===== config.mk =====
export PLATFORM = sky130hd
export DESIGN_NAME = audio_slot_rx_fifo
export DESIGN_NICKNAME = d
export VERILOG_FILES = /design/src/rtl/audio_rx_pkg.sv /design/src/rtl/audio_rx_ctrl_reg.sv /design/src/rtl/audio_rx_slot_match.sv /design/src/rtl/audio_rx_fifo_store.sv /design/src/rtl/audio_slot_rx_fifo.sv
export SDC_FILE = /design/constraint.sdc
export NUM_CORES = 1
export LEC_CHECK = 0
export BUFFER_PORTS_ARGS = -buffer_cell sky130_fd_sc_hd__buf_2
export CORE_ASPECT_RATIO = 2
export CORE_MARGIN = 10
export CORE_UTILIZATION = 46
export DETAILED_ROUTE_END_ITERATION = 6
export GPL_ROUTABILITY_DRIVEN = 0
export SYNTH_ARGS = -nofsm -noshare
export SYNTH_HDL_FRONTEND = slang
export SYNTH_SLANG_ARGS = --single-unit

===== constraint.sdc =====
create_clock -name clk -period 4.45 [get_ports clk]
set_input_delay 0.2225 -clock clk [delete_from_list [all_inputs] [get_ports clk]]
set_output_delay 0.2225 -clock clk [all_outputs]
set_load 0.03 [all_outputs]

===== src/rtl/audio_rx_pkg.sv =====
package audio_rx_pkg;
  localparam logic [1:0] CONN_ON  = 2'b10;
  localparam logic [3:0] SLOT_LO  = 4'd3;
  localparam logic [3:0] SLOT_HI  = 4'd12;

  typedef struct packed {
    logic       dma_en;
    logic [2:0] thr;
    logic [3:0] slot;
    logic       stereo;
    logic [1:0] conn;
  } rx_cfg_t;
endpackage


===== src/rtl/audio_rx_ctrl_reg.sv =====
module audio_rx_ctrl_reg
  import audio_rx_pkg::*;
(
  input  logic        clk,
  input  logic        rst_n,
  input  logic        wr_en,
  input  logic [15:0] wdata,
  input  logic        ovf_set,
  output rx_cfg_t     cfg,
  output logic        ovf
);
  always_ff @(posedge clk or negedge rst_n) begin
    if (!rst_n) begin
      cfg <= '0;
    end else if (wr_en) begin
      cfg.conn   <= wdata[1:0];
      cfg.stereo <= wdata[3];
      cfg.slot   <= wdata[7:4];
      cfg.thr    <= wdata[10:8];
      cfg.dma_en <= wdata[11];
    end
  end

  always_ff @(posedge clk or negedge rst_n) begin
    if (!rst_n)                ovf <= 1'b0;
    else if (ovf_set)          ovf <= 1'b1;
    else if (wr_en && wdata[15]) ovf <= 1'b0;
  end
endmodule


===== src/rtl/audio_rx_slot_match.sv =====
module audio_rx_slot_match
  import audio_rx_pkg::*;
(
  input  logic       clk,
  input  logic       rst_n,
  input  rx_cfg_t    cfg,
  input  logic       cfg_wr,
  input  logic       in_valid,
  input  logic [3:0] in_slot,
  output logic       hit
);
  logic right_q;
  logic sel_ok;
  logic [3:0] want;

  always_comb begin
    if (cfg.stereo) begin
      sel_ok = (cfg.slot >= SLOT_LO) && (cfg.slot < SLOT_HI);
      want   = right_q ? cfg.slot + 4'd1 : cfg.slot;
    end else begin
      sel_ok = (cfg.slot >= SLOT_LO) && (cfg.slot <= SLOT_HI);
      want   = cfg.slot;
    end
    hit = in_valid && (cfg.conn == CONN_ON) && sel_ok && (in_slot == want);
  end

  always_ff @(posedge clk or negedge rst_n) begin
    if (!rst_n)                   right_q <= 1'b0;
    else if (cfg_wr)              right_q <= 1'b0;
    else if (hit && cfg.stereo)   right_q <= ~right_q;
  end
endmodule


===== src/rtl/audio_rx_fifo_store.sv =====
module audio_rx_fifo_store #(
  parameter int DEPTH = 8,
  parameter int WIDTH = 16
) (
  input  logic                         clk,
  input  logic                         rst_n,
  input  logic                         push_req,
  input  logic [WIDTH-1:0]             push_data,
  input  logic                         pop_req,
  output logic [WIDTH-1:0]             head,
  output logic [$clog2(DEPTH+1)-1:0]   count,
  output logic                         full,
  output logic                         empty,
  output logic                         push,
  output logic                         pop,
  output logic                         lost
);
  localparam int AW = (DEPTH > 1) ? $clog2(DEPTH) : 1;
  localparam int CW = $clog2(DEPTH+1);
  localparam logic [AW-1:0] LAST = AW'(DEPTH-1);

  logic [WIDTH-1:0] mem [DEPTH];
  logic [AW-1:0] wp, rp;

  assign full  = (count == CW'(DEPTH));
  assign empty = (count == '0);
  assign pop   = pop_req && !empty;
  assign push  = push_req && (!full || pop);
  assign lost  = push_req && full && !pop;
  assign head  = mem[rp];

  always_ff @(posedge clk) begin
    if (push) mem[wp] <= push_data;
  end

  always_ff @(posedge clk or negedge rst_n) begin
    if (!rst_n) begin
      wp <= '0;
      rp <= '0;
      count <= '0;
    end else begin
      if (push) wp <= (wp == LAST) ? '0 : wp + AW'(1);
      if (pop)  rp <= (rp == LAST) ? '0 : rp + AW'(1);
      case ({push, pop})
        2'b10:   count <= count + CW'(1);
        2'b01:   count <= count - CW'(1);
        default: count <= count;
      endcase
    end
  end
endmodule


===== src/rtl/audio_slot_rx_fifo.sv =====
module audio_slot_rx_fifo
  import audio_rx_pkg::*;
#(
  parameter int DEPTH  = 8,
  parameter int WIDTH  = 16,
  parameter int SLOT_W = 20
) (
  input  logic              clk,
  input  logic              rst_n,
  input  logic              slot_valid,
  output logic              slot_ready,
  input  logic [3:0]        slot_num,
  input  logic [SLOT_W-1:0] slot_data,
  input  logic              reg_wr,
  input  logic              reg_rd,
  input  logic              reg_addr,
  input  logic [15:0]       reg_wdata,
  output logic [15:0]       reg_rdata,
  output logic              irq,
  output logic              dma_req
);
  localparam int CW = $clog2(DEPTH+1);

  rx_cfg_t          cfg;
  logic             ovf_flag, ctrl_wr, slot_hit, rd_pop_req;
  logic             fifo_push, fifo_pop, fifo_full, fifo_empty, fifo_lost;
  logic [WIDTH-1:0] fifo_head;
  logic [CW-1:0]    fifo_count;

  assign slot_ready = 1'b1;
  assign ctrl_wr    = reg_wr && !reg_addr;
  assign rd_pop_req = reg_rd && reg_addr;

  audio_rx_ctrl_reg u_ctrl (
    .clk(clk), .rst_n(rst_n), .wr_en(ctrl_wr), .wdata(reg_wdata),
    .ovf_set(fifo_lost), .cfg(cfg), .ovf(ovf_flag)
  );

  audio_rx_slot_match u_match (
    .clk(clk), .rst_n(rst_n), .cfg(cfg), .cfg_wr(ctrl_wr),
    .in_valid(slot_valid), .in_slot(slot_num), .hit(slot_hit)
  );

  audio_rx_fifo_store #(.DEPTH(DEPTH), .WIDTH(WIDTH)) u_store (
    .clk(clk), .rst_n(rst_n), .push_req(slot_hit),
    .push_data(slot_data[SLOT_W-1 -: WIDTH]), .pop_req(rd_pop_req),
    .head(fifo_head), .count(fifo_count), .full(fifo_full),
    .empty(fifo_empty), .push(fifo_push), .pop(fifo_pop), .lost(fifo_lost)
  );

  always_comb begin
    if (reg_addr) reg_rdata = fifo_empty ? '0 : fifo_head;
    else reg_rdata = {ovf_flag, fifo_empty, fifo_full, 1'b0, cfg.dma_en,
                      cfg.thr, cfg.slot, cfg.stereo, 1'b0, cfg.conn};
  end

  assign irq     = fifo_count > CW'(cfg.thr);
  assign dma_req = cfg.dma_en && !fifo_empty;
endmodule


# Yosys cells after proc, flatten, opt, wreduce, memory -nomap -nowiden
# Memories as Yosys holds them, arrays and structs flattened.
# Cells that the tools add are included.
# W data, S select, Z words.
[op_classes]
n_bitwise = 1
mux = 14
reduce_logical = 23
n_lt_le_gt_ge = 4
n_addsub = 5
n_eq_ne = 7
[op_table]
columns = ["operator", "n"]
rows = [
  ["$mux W16", 2],
  ["$logic_and A1 B1 Y1", 14],
  ["$add A4 B1 Y4 const B", 2],
  ["$mux W4", 2],
  ["$pmux W4 S2", 1],
  ["$mux W1", 7],
  ["$add A3 B1 Y3 const B", 2],
  ["$eq A3 B3 Y1 const B", 2],
  ["$mux W3", 2],
  ["$reduce_bool A2 Y1", 3],
  ["$eq A2 B2 Y1 const B", 2],
  ["$eq A4 B4 Y1", 1],
  ["$eq A4 B4 Y1 const B", 1],
  ["$ge A4 B2 Y1 const B", 1],
  ["$gt A4 B3 Y1", 1],
  ["$le A4 B4 Y1 const B", 1],
  ["$logic_not A1 Y1", 4],
  ["$logic_not A4 Y1", 1],
  ["$lt A4 B4 Y1 const B", 1],
  ["$sub A4 B1 Y4 const B", 1],
  ["$eq A2 B1 Y1 const B", 1],
  ["$logic_or A1 B1 Y1", 1],
  ["$not A1 Y1", 1],
]
[word_totals]
register_bits = 23
wordCells = 65
out_inout_bits = 19
mem_count = 1
ram_bits = 128
in_bits = 46
[mem_list]
columns = ["memory", "words", "word_bits", "read_ports", "rd_clocked_by_memory_dff", "wr", "line_no", "source"]
rows = [
  ["u_store.mem", 8, 16, 1, 0, 1, "audio_rx_fifo_store.sv:22", "logic [WIDTH-1:0] mem [DEPTH];"],
]

# Depth between registers and ports, before layout
# Gate-level depths: netlist of run 1.
[depth]
word_depth = 8
mapped_depth = 15
depth_no_buf = 13

# Cells and area by module
# Synthesis of run 1 repeated with hierarchy kept, for this count alone.
[hier_totals]
hier_cells = 377
area_unflattened_um2 = 6565.0
[modules_own_cells]
columns = ["module", "cells_per_inst", "seq_area_each_um2", "n_inst", "area_each_um2"]
rows = [
  ["audio_rx_fifo_store", 262, 4093.9, 1, 5507.8],
  ["audio_rx_ctrl_reg", 26, 300.3, 1, 483.0],
  ["audio_slot_rx_fifo", 60, 0.0, 1, 324.1],
  ["audio_rx_slot_match", 29, 25.0, 1, 250.2],
]

# Worst setup path after synthesis of run 1
# OpenSTA, ideal clock, no wires.
[synth_timing]
path_type = "register to register"
start = "reg, netlist name u_ctrl.cfg[3]"
end = "mem u_store.mem[0][0] (enable)"
setup_ps = 430
arrival_ps = 3099
slack_ps = 920
n_path_buf = 1
synth_period_minus_slack_ps = 3530
t_required_ps = 4020
path_stages_with_launch = 9
path_cell_list = "dfrtp_1 -> inv_1 -> ha_1 -> and3_1 -> nor3_1 -> or2_1 -> nand4_2 -> buf_6 -> nor4_1"
[synth_via]
elab_chain_len = 8
elab_cells_between_ends = 15
cone_classes = "add/sub: 1; order compare: 3; eq/ne: 1; mux: 5; reduce/logical: 5"
[synth_rtl]
columns = ["element", "line_no", "source"]
rows = [
  ["$add A4 B1 Y4, or another cell as far along", "audio_rx_slot_match.sv:19", "want = right_q ? cfg.slot + 4'd1 : cfg.slot;"],
  ["$mux W4, or another cell as far along", "audio_rx_slot_match.sv:19", ""],
  ["$mux W4 or $mux W1 (tied branches)", "audio_rx_slot_match.sv:17", "if (cfg.stereo) begin"],
  ["$eq A4 B4 Y1 or $logic_and A1 B1 Y1 (tied branches)", "audio_rx_slot_match.sv:24", "hit = in_valid && (cfg.conn == CONN_ON) && sel_ok && (in_slot == want);"],
  ["$logic_and A1 B1 Y1 *", "audio_rx_slot_match.sv:24", ""],
  ["$logic_and A1 B1 Y1 *", "audio_rx_fifo_store.sv:28", "assign push = push_req && (!full || pop);"],
  ["$mux W1 *", "audio_rx_fifo_store.sv:33", "if (push) mem[wp] <= push_data;"],
  ["$mux W1 (implied by the code) *", "audio_rx_fifo_store.sv:33", ""],
  ["end, declared", "audio_rx_fifo_store.sv:22", ""],
]
# Mark *: on every way between the ends. The rest lies on a longest branch, timed or not.

# Worst setup path after layout of run 1
[layout_timing]
start = "reg, netlist name u_ctrl.cfg[3]"
end = "reg u_store.count[2]"
[layout_via]
elab_chain_len = 8
elab_cells_between_ends = 17
cone_classes = "add/sub: 1; order compare: 3; eq/ne: 3; mux: 4; reduce/logical: 6"
[layout_rtl]
columns = ["element", "line_no", "source"]
rows = [
  ["$add A4 B1 Y4, or another cell as far along", "audio_rx_slot_match.sv:19", ""],
  ["$mux W4, or another cell as far along", "audio_rx_slot_match.sv:19", ""],
  ["$mux W4 or $mux W1 (tied branches)", "audio_rx_slot_match.sv:17", ""],
  ["$eq A4 B4 Y1 or $logic_and A1 B1 Y1 (tied branches)", "audio_rx_slot_match.sv:24", ""],
  ["$logic_and A1 B1 Y1 *", "audio_rx_slot_match.sv:24", ""],
  ["$logic_and A1 B1 Y1 *", "audio_rx_fifo_store.sv:28", ""],
  ["$eq A2 B1 Y1 or $eq A2 B2 Y1 (tied branches)", "audio_rx_fifo_store.sv:44", "case ({push, pop})"],
  ["$pmux W4 S2 or $reduce_bool A2 Y1 (tied branches)", "-", ""],
  ["end signal, assigned", "audio_rx_fifo_store.sv:45", "2'b10: count <= count + CW'(1);"],
  ["end signal, assigned", "audio_rx_fifo_store.sv:46", "2'b01: count <= count - CW'(1);"],
  ["end signal, assigned", "audio_rx_fifo_store.sv:47", "default: count <= count;"],
  ["end, declared", "audio_rx_fifo_store.sv:11", "output logic [$clog2(DEPTH+1)-1:0] count,"],
]
# Marked as above.
# A chain may end at the register's enable or synchronous reset.

==> impl_metrics.toml, run 1 <==
[place]
portBuffers = 55
dp_slack_ps = 1400
placed_cells = 567
post-dp-hpwl_mm = 8.28

[power]
ir_drop_mv = 0.284
p_per_area_nw_per_um2 = 556
leakagePower_nw = 2.69
totalPowerFinal_mw = 4.16

[final_layout]
antennaDiodeCount = 0
area_growth_pct = 17.4
final_cells = 600
layout-drive-gt1-share_pct = 33.5
final_nets = 490
utilization_pct = 55.4

[yosys]
synth.largest_area_cell = "edfxtp_1"
ys_seq_area_share_pct = 69.4
yosysWarnings = 0
synthCells = 364
netlist_area_um2 = 6370
synth_edf_count = 128
netlist.area_leader.share_pct = 60.3
synth_cell_type_count = 44
synthFlopType = "edfxtp_1"
synth_nets = 422
yosys-top-cells-area = "edfxtp_1, mux4_2, dfrtp_1"
async_flop_share_pct = 15.2
ys_ff_latch = 151
syn_avg_cell_area_um2 = 17.5

[worst_setup_path]
crit_type = "flop to flop"
cpMaxStageDelayCell = "dfrtp_1"
path_cells = "inv_1, ha_1, and3_1, o21a_1, or2_1, nand4_2, buf_4, ha_1, xor2_1, ha_1, a21oi_1, xor2_1, nor2_1, xor2_1"
r2r_end = "u_store.count[2]$_DFFE_PN0P_"
r2r_cells = 14
critical_path.max_stage_delay_ps = 400
critPathTopFamily = "adder cells"
critPathBufInv = 2
worstPathMaxFanout = 13
required_ps = 4740
rr_startpoint = "u_ctrl.cfg[3]$_DFFE_PN0P_"
start_kind = "flop"
critical_path_arrival_ps = 3350
worst_setup_path_end_kind = "flop"
rrSetupSlack_ps = 1390

[grt]
grt_antenna_before_repair = 0
grt_max_degree = 35
grt_util_all_layers_pct = 13.9
grt_pass1_wl_mm = 20.1
overflow = 0
first_global_vias = 3667

[clock_network]
cts_root_buf = "clkbuf_16"
clkTransAtPathRegs_ps = 70
ctsResizeCount = 0
cts_setup_buffers = 0
numCtsBuffers = 17
cts_tree = "yes"
clk_latency_ps = 410
cts_hold_buf = 1
clockBufferDepth = 2
h-tree-depth = 4
cts.sinks = 151

[sta]
finalSetupViolCount = 0
max_clock_freq_mhz = 327
worst_slack_ps = 1390
period_share_pct = 68.8
finalClockSkew_ps = 9.91
hold_viol_final = 0
tns_ps = 0
rsz0062_at_grt = "no"
drv_slew = 0
period_needed_ps = 3060
worst_pin_slew_ps = 1130
relSlewSlack_pct = 25.0

[routing]
vias_per_cell = 5.67
drc = 0
ant_nets = 0
num_vias = 3401
firstDrtPassIters = 4
routedWlPerCell_um = 21.3
first_iter_violations = 161
drt-total-wl_mm = 12.8

[run]
max_cap_violations = 0

[floorplan]
fp-row-count = 60
die_area_um2 = 19200
start_util_pct = 47.1
fp.dieW_um = 103
die_h_um = 186
core_area_um2 = 13500
ios = 65

[worst_hold_path]
hold_start = "reg_wdata[0]"
hold-path-cell-count = 3
hp-class = "input pin to flop"
min_to = "u_ctrl.cfg[0]$_DFFE_PN0P_"

[status]
outcome = "finished clean"
## worst max path at each step
stage,start,slack (ps),endpoint,cells after the start
after global routing,u_ctrl.cfg[3]$_DFFE_PN0P_,1210,u_store.count[2]$_DFFE_PN0P_,14
after detailed placement,u_ctrl.cfg[3]$_DFFE_PN0P_,1400,u_store.count[2]$_DFFE_PN0P_,14
final,u_ctrl.cfg[3]$_DFFE_PN0P_,1390,u_store.count[2]$_DFFE_PN0P_,14
after floorplan,u_ctrl.cfg[3]$_DFFE_PN0P_,920,u_store.mem[0][0]$_DFFE_PP_,8
after CTS,u_store.rp[0]$_DFFE_PN0P_,1340,reg_rdata[9],5
after global placement,u_ctrl.cfg[3]$_DFFE_PN0P_,1430,u_store.count[2]$_DFFE_PN0P_,14
## cell families after synthesis
group / count (synthesis) / share of synthesized area, %
AO/OA/AOI/OAI: 43 / 4.14
XOR/XNOR: 9 / 1.24
adder cells (fa/ha/maj): 12 / 2.36
buffers and inverters: 34 / 2.32
flip-flops: 151 / 69.4
multiplexers: 56 / 15.3
other: 1 / 0.0589
AND/OR/NAND/NOR: 58 / 5.24
## metal layers
metal	up-vias	GRT usage (%)	routed length, µm
met5	-	0	0
met4	0	4.90	159
met3	12	3.44	593
met2	80	24.3	6990
met1	1739	15.7	5030
li1	1570	-	-
## through the flow
stage          cell area (µm²)  hold WS, ps
3_5_place_dp              6900          250
3_3_place_gp              6900          245
6_report                  7480         19.3
4_1_cts                   7480         3.28
2_1_floorplan             6370        -73.1
5_1_grt                   7480         26.2
## final cells by class
type	instances	area, µm²
clock buffer	17	425
clock inverter	15	146
fill	1084	6030
inverter	15	56.3
multi-input combinational	179	1860
sequential	151	4420
tap	155	194
timing repair buffer	68	375
## power breakdown
group	leakage [nW]	switching (mW)	total, mW	internal, mW
combinational	0.983	0.464	0.975	0.511
sequential	1.44	0.237	1.82	1.58
clock	0.274	0.577	1.36	0.781
## worst register-to-register path, cell delays in order, from the launching register on
cell and delay [ps]:
dfrtp_1 400, inv_1 90, ha_1 290, and3_1 180, o21a_1 190, or2_1 270, nand4_2 110, buf_4 270
ha_1 350, xor2_1 110, ha_1 190, a21oi_1 140, xor2_1 160, nor2_1 60, xor2_1 140
## sequential cells by signal, summed over array words and instances (netlist names)
name / cells
u_store.mem: 128
u_ctrl.cfg: 11
u_store.count: 4
u_store.rp: 3
u_store.wp: 3
u_ctrl.ovf: 1
u_match.right_q: 1
## synth_stat cells (all sizes together) (2+ instances only)
| library cell | n |
|---|---|
| nor2b | 2 |
| nor4 | 3 |
| nand2 | 18 |
| buf | 11 |
| nand3 | 4 |
| o21a | 4 |
| inv | 15 |
| clkbuf | 8 |
| ha | 12 |
| mux2i | 18 |
| xor2 | 7 |
| xnor2 | 2 |
| nand3b | 2 |
| mux2 | 6 |
| nand2b | 3 |
| and3 | 2 |
| dfrtp | 23 |
| o21ai | 17 |
| a21oi | 3 |
| edfxtp | 128 |
| o22ai | 12 |
| nor2 | 9 |
| nor3 | 6 |
| nor4b | 4 |
| mux4 | 32 |
| or2 | 2 |
## cell usage in the layout (no fill, tap or decap), drive strengths merged, types with 6 or more instances in the layout
master and n:
edfxtp 128, buf 67, mux4 32, dfrtp 23
inv 20, nand2 18, mux2i 18, clkbuf 17
o21ai 17, o22ai 12, ha 12, nor2 9
xor2 7, clkinv 7, mux2 6, nor3 6
(Power assumes the default switching activity.)
==> run 2: changes to the inputs <==
Settings changed: ABC_AREA from default to 1, PLACE_DENSITY from default to 0.67.
Clock period 4.45 ns to 2.45 ns, I/O delays scaled along.
==> run 2 against run 1 <==
Total power increased by 96%. Hold slack improved by 58 ps. Count of clock-buffer cells in the layout unchanged. Die area increased by 2.4%. Sequential share of layout area decreased by 5.1 points. Area after synthesis increased by 2.8%. Worst setup slack got worse by 1300 ps. Final cell count increased by 46%. Sequential power increased by 66%. Fmax increased by 31%. Wire length increased by 23%. Critical endpoint is now u_store.count[1]$_DFFE_PN0P_. Largest cell class unchanged.
==> impl_metrics.toml, run 2 <==
[status]
outcome = "finished clean"

[yosys]
syn_avg_cell_area_um2 = 11.5
netlist_area_um2 = 6550
yosys-top-cells-area = "edfxtp_1, dfrtp_1, o21ai_0"
synthCells = 572
synth_nets = 630
ys_ff_latch = 151
netlist.area_leader.share_pct = 58.7
yosysMostFrequentCell = "edfxtp_1"
async_flop_share_pct = 15.2
synthFlopType = "edfxtp_1"
synth_common_cells = "edfxtp_1, nor2_1, o21ai_0, nand2_1, inv_1"
ys_seq_area_share_pct = 67.5
yosysWarnings = 0
synth.largest_area_cell = "edfxtp_1"
synth_edf_count = 128
synth_cell_type_count = 35

[sta]
finalSetupViolCount = 0
hold_viol_final = 0
period_share_pct = 95.2
whs_ps = 77.0
worst_pin_slew_ps = 613
drv_slew = 0
period_needed_ps = 2330
relSlewSlack_pct = 59.1
tns_ps = 0
max_clock_freq_mhz = 429
rsz0062_at_grt = "yes"
finalClockSkew_ps = 9.51

[worst_hold_path]
hp-class = "input pin to flop"
hold_start = "reg_wr"
hold-path-cell-count = 4
min_to = "u_ctrl.cfg[1]$_DFFE_PN0P_"

[final_layout]
largest_reg_flops = 128
largestRegisters = "u_store.mem x128, u_ctrl.cfg x11, u_store.count x4"
final_cell_mix = "edfxtp_1, nor2_1, o21ai_0"
final_nets = 730
largest_register = "u_store.mem"
final_cell_area_um2 = 8190
area_growth_pct = 25.0
layout-drive-gt1-share_pct = 21.3
antennaDiodeCount = 0
final_common_cell = "edfxtp_1"

[place]
post-dp-hpwl_mm = 10.2
portBuffers = 55
placed_area_um2 = 7230

[routing]
first_iter_violations = 291
drc = 0
ant_nets = 0
routedWlPerCell_um = 18.0
num_vias = 4702
vias_per_cell = 5.38
drt-total-wl_mm = 15.7
firstDrtPassIters = 5

[worst_setup_path]
worst_setup_path_end_kind = "flop"
cpMaxStageDelayCell = "dfrtp_1"
r2r_cells = 10
critical_path_arrival_ps = 2640
critical_path.max_stage_delay_ps = 420
critPathBufInv = 2
worstPathMaxFanout = 5
rrSetupSlack_ps = 120
start_kind = "flop"
path_cells = "inv_2, ha_4, a21oi_2, nor3_4, nand2_2, nor2_4, nand3_4, buf_4, ha_1, mux2_2"
critPathTopFamily = "simple AND/OR/NAND/NOR gates"
r2r_end = "u_store.count[1]$_DFFE_PN0P_"
required_ps = 2750
crit_type = "flop to flop"
rr_startpoint = "u_ctrl.cfg[4]$_DFFE_PN0P_"

[power]
leakagePower_nw = 3.07
totalPowerFinal_mw = 8.16
ir_drop_mv = 0.528
p_per_area_nw_per_um2 = 997

[clock_network]
cts.sinks = 151
numCtsBuffers = 17
clockBufferDepth = 2
h-tree-depth = 4
clk_latency_ps = 420
clkTransAtPathRegs_ps = 70
cts_tree = "yes"
cts_root_buf = "clkbuf_16"

[floorplan]
die_area_um2 = 19700
ios = 65
fp-row-count = 61
fp.dieW_um = 104
die_h_um = 189
start_util_pct = 46.9
core_area_um2 = 14000

[grt]
overflow = 0
grt_max_degree = 49
first_global_vias = 4884
grt_pass1_wl_mm = 24.8
grt_antenna_before_repair = 0
grt_util_all_layers_pct = 16.0

[run]
max_cap_violations = 0
[run 2: changes by cell type after synthesis, sizes merged, moves of 5 or more]
cell    delta
buf        +5
inv       +20
mux2       -5
mux2i     -18
mux4      -32
nand2     +54
nand3     +11
nor2      +88
nor3       -5
o211ai    +23
o21ai     +81
o221ai     +5
xor2       -5
[run 2: worst register-to-register path, delay by kind of cell (launching register included)]
| family | cells | cell delay, ps |
|---|---|---|
| buffers and inverters | 2 | 240 |
| AO/OA/AOI/OAI | 1 | 70 |
| adder cells (fa/ha/maj) | 2 | 520 |
| flip-flops | 1 | 420 |
| AND/OR/NAND/NOR | 4 | 610 |
| multiplexers | 1 | 370 |
[run 2: power breakdown]
group / total, mW / internal, mW / switching, mW
combinational: 2.61 / 0.868 / 1.75
sequential: 3.03 / 2.88 / 0.147
clock: 2.51 / 1.44 / 1.08
[run 2: kinds of logic after synthesis]
logic type	after synthesis	share of synthesized area (%)
buf+inv	64	4.01
mux	1	0.172
xor+xnor	3	0.401
flops	151	67.5
compound gates	150	13.2
fa+ha+maj	12	2.29
simple gates	190	12.4
other cells	1	0.0572
[run 2: layout make-up]
| type | count | area (µm²) |
|---|---|---|
| Clock buffer | 17 | 425 |
| Multi-Input combinational cell | 357 | 1930 |
| Inverter | 36 | 135 |
| Clock inverter | 15 | 159 |
| Timing Repair Buffer | 109 | 878 |
| Tap cell | 189 | 236 |
| Sequential cell | 151 | 4420 |
| Fill cell | 1130 | 5780 |
[run 2: through the flow]
step | instances | utilization, % | setup slack, ps
after floorplan | 572 | - | 93.1
after global placement | 811 | 51.8 | 37.0
after detailed placement | 811 | 51.8 | -37.1
after CTS | 872 | 58.1 | 1.53
after global routing | 874 | 58.6 | -27.0
final | 874 | 58.6 | 117
[run 2: worst max path at each step]
stage	startpoint	end	slack, ps	cells after the start
2_1_floorplan	u_ctrl.cfg[3]$_DFFE_PN0P_	u_store.mem[0][0]$_DFFE_PP_	90	9
4_1_cts	u_ctrl.cfg[4]$_DFFE_PN0P_	u_store.count[1]$_DFFE_PN0P_	2	14
3_5_place_dp	u_ctrl.cfg[4]$_DFFE_PN0P_	u_store.count[1]$_DFFE_PN0P_	-40	14
5_1_grt	u_ctrl.cfg[4]$_DFFE_PN0P_	u_store.count[1]$_DFFE_PN0P_	-30	13
3_3_place_gp	u_ctrl.cfg[4]$_DFFE_PN0P_	u_store.count[1]$_DFFE_PN0P_	40	14
6_report	u_ctrl.cfg[4]$_DFFE_PN0P_	u_store.count[1]$_DFFE_PN0P_	120	10
[run 2: metal layers]
layer  GRT usage (%)  vias to the layer above  part of all wire (%)
met3            4.03                       22                   4.6
li1                -                     2247                     -
met4            6.24                        0                   1.9
met2            29.4                      122                    55
met1            17.0                     2311                    38
met5               0                        -                     0
[run 2: repair_timing]
action	4_1_cts	5_1_grt
gates resized for setup	1	17
hold buffers	29	0
setup endpoints to repair	2	3
pin swaps	0	6
setup buffers	0	2
hold endpoints to repair	163	0
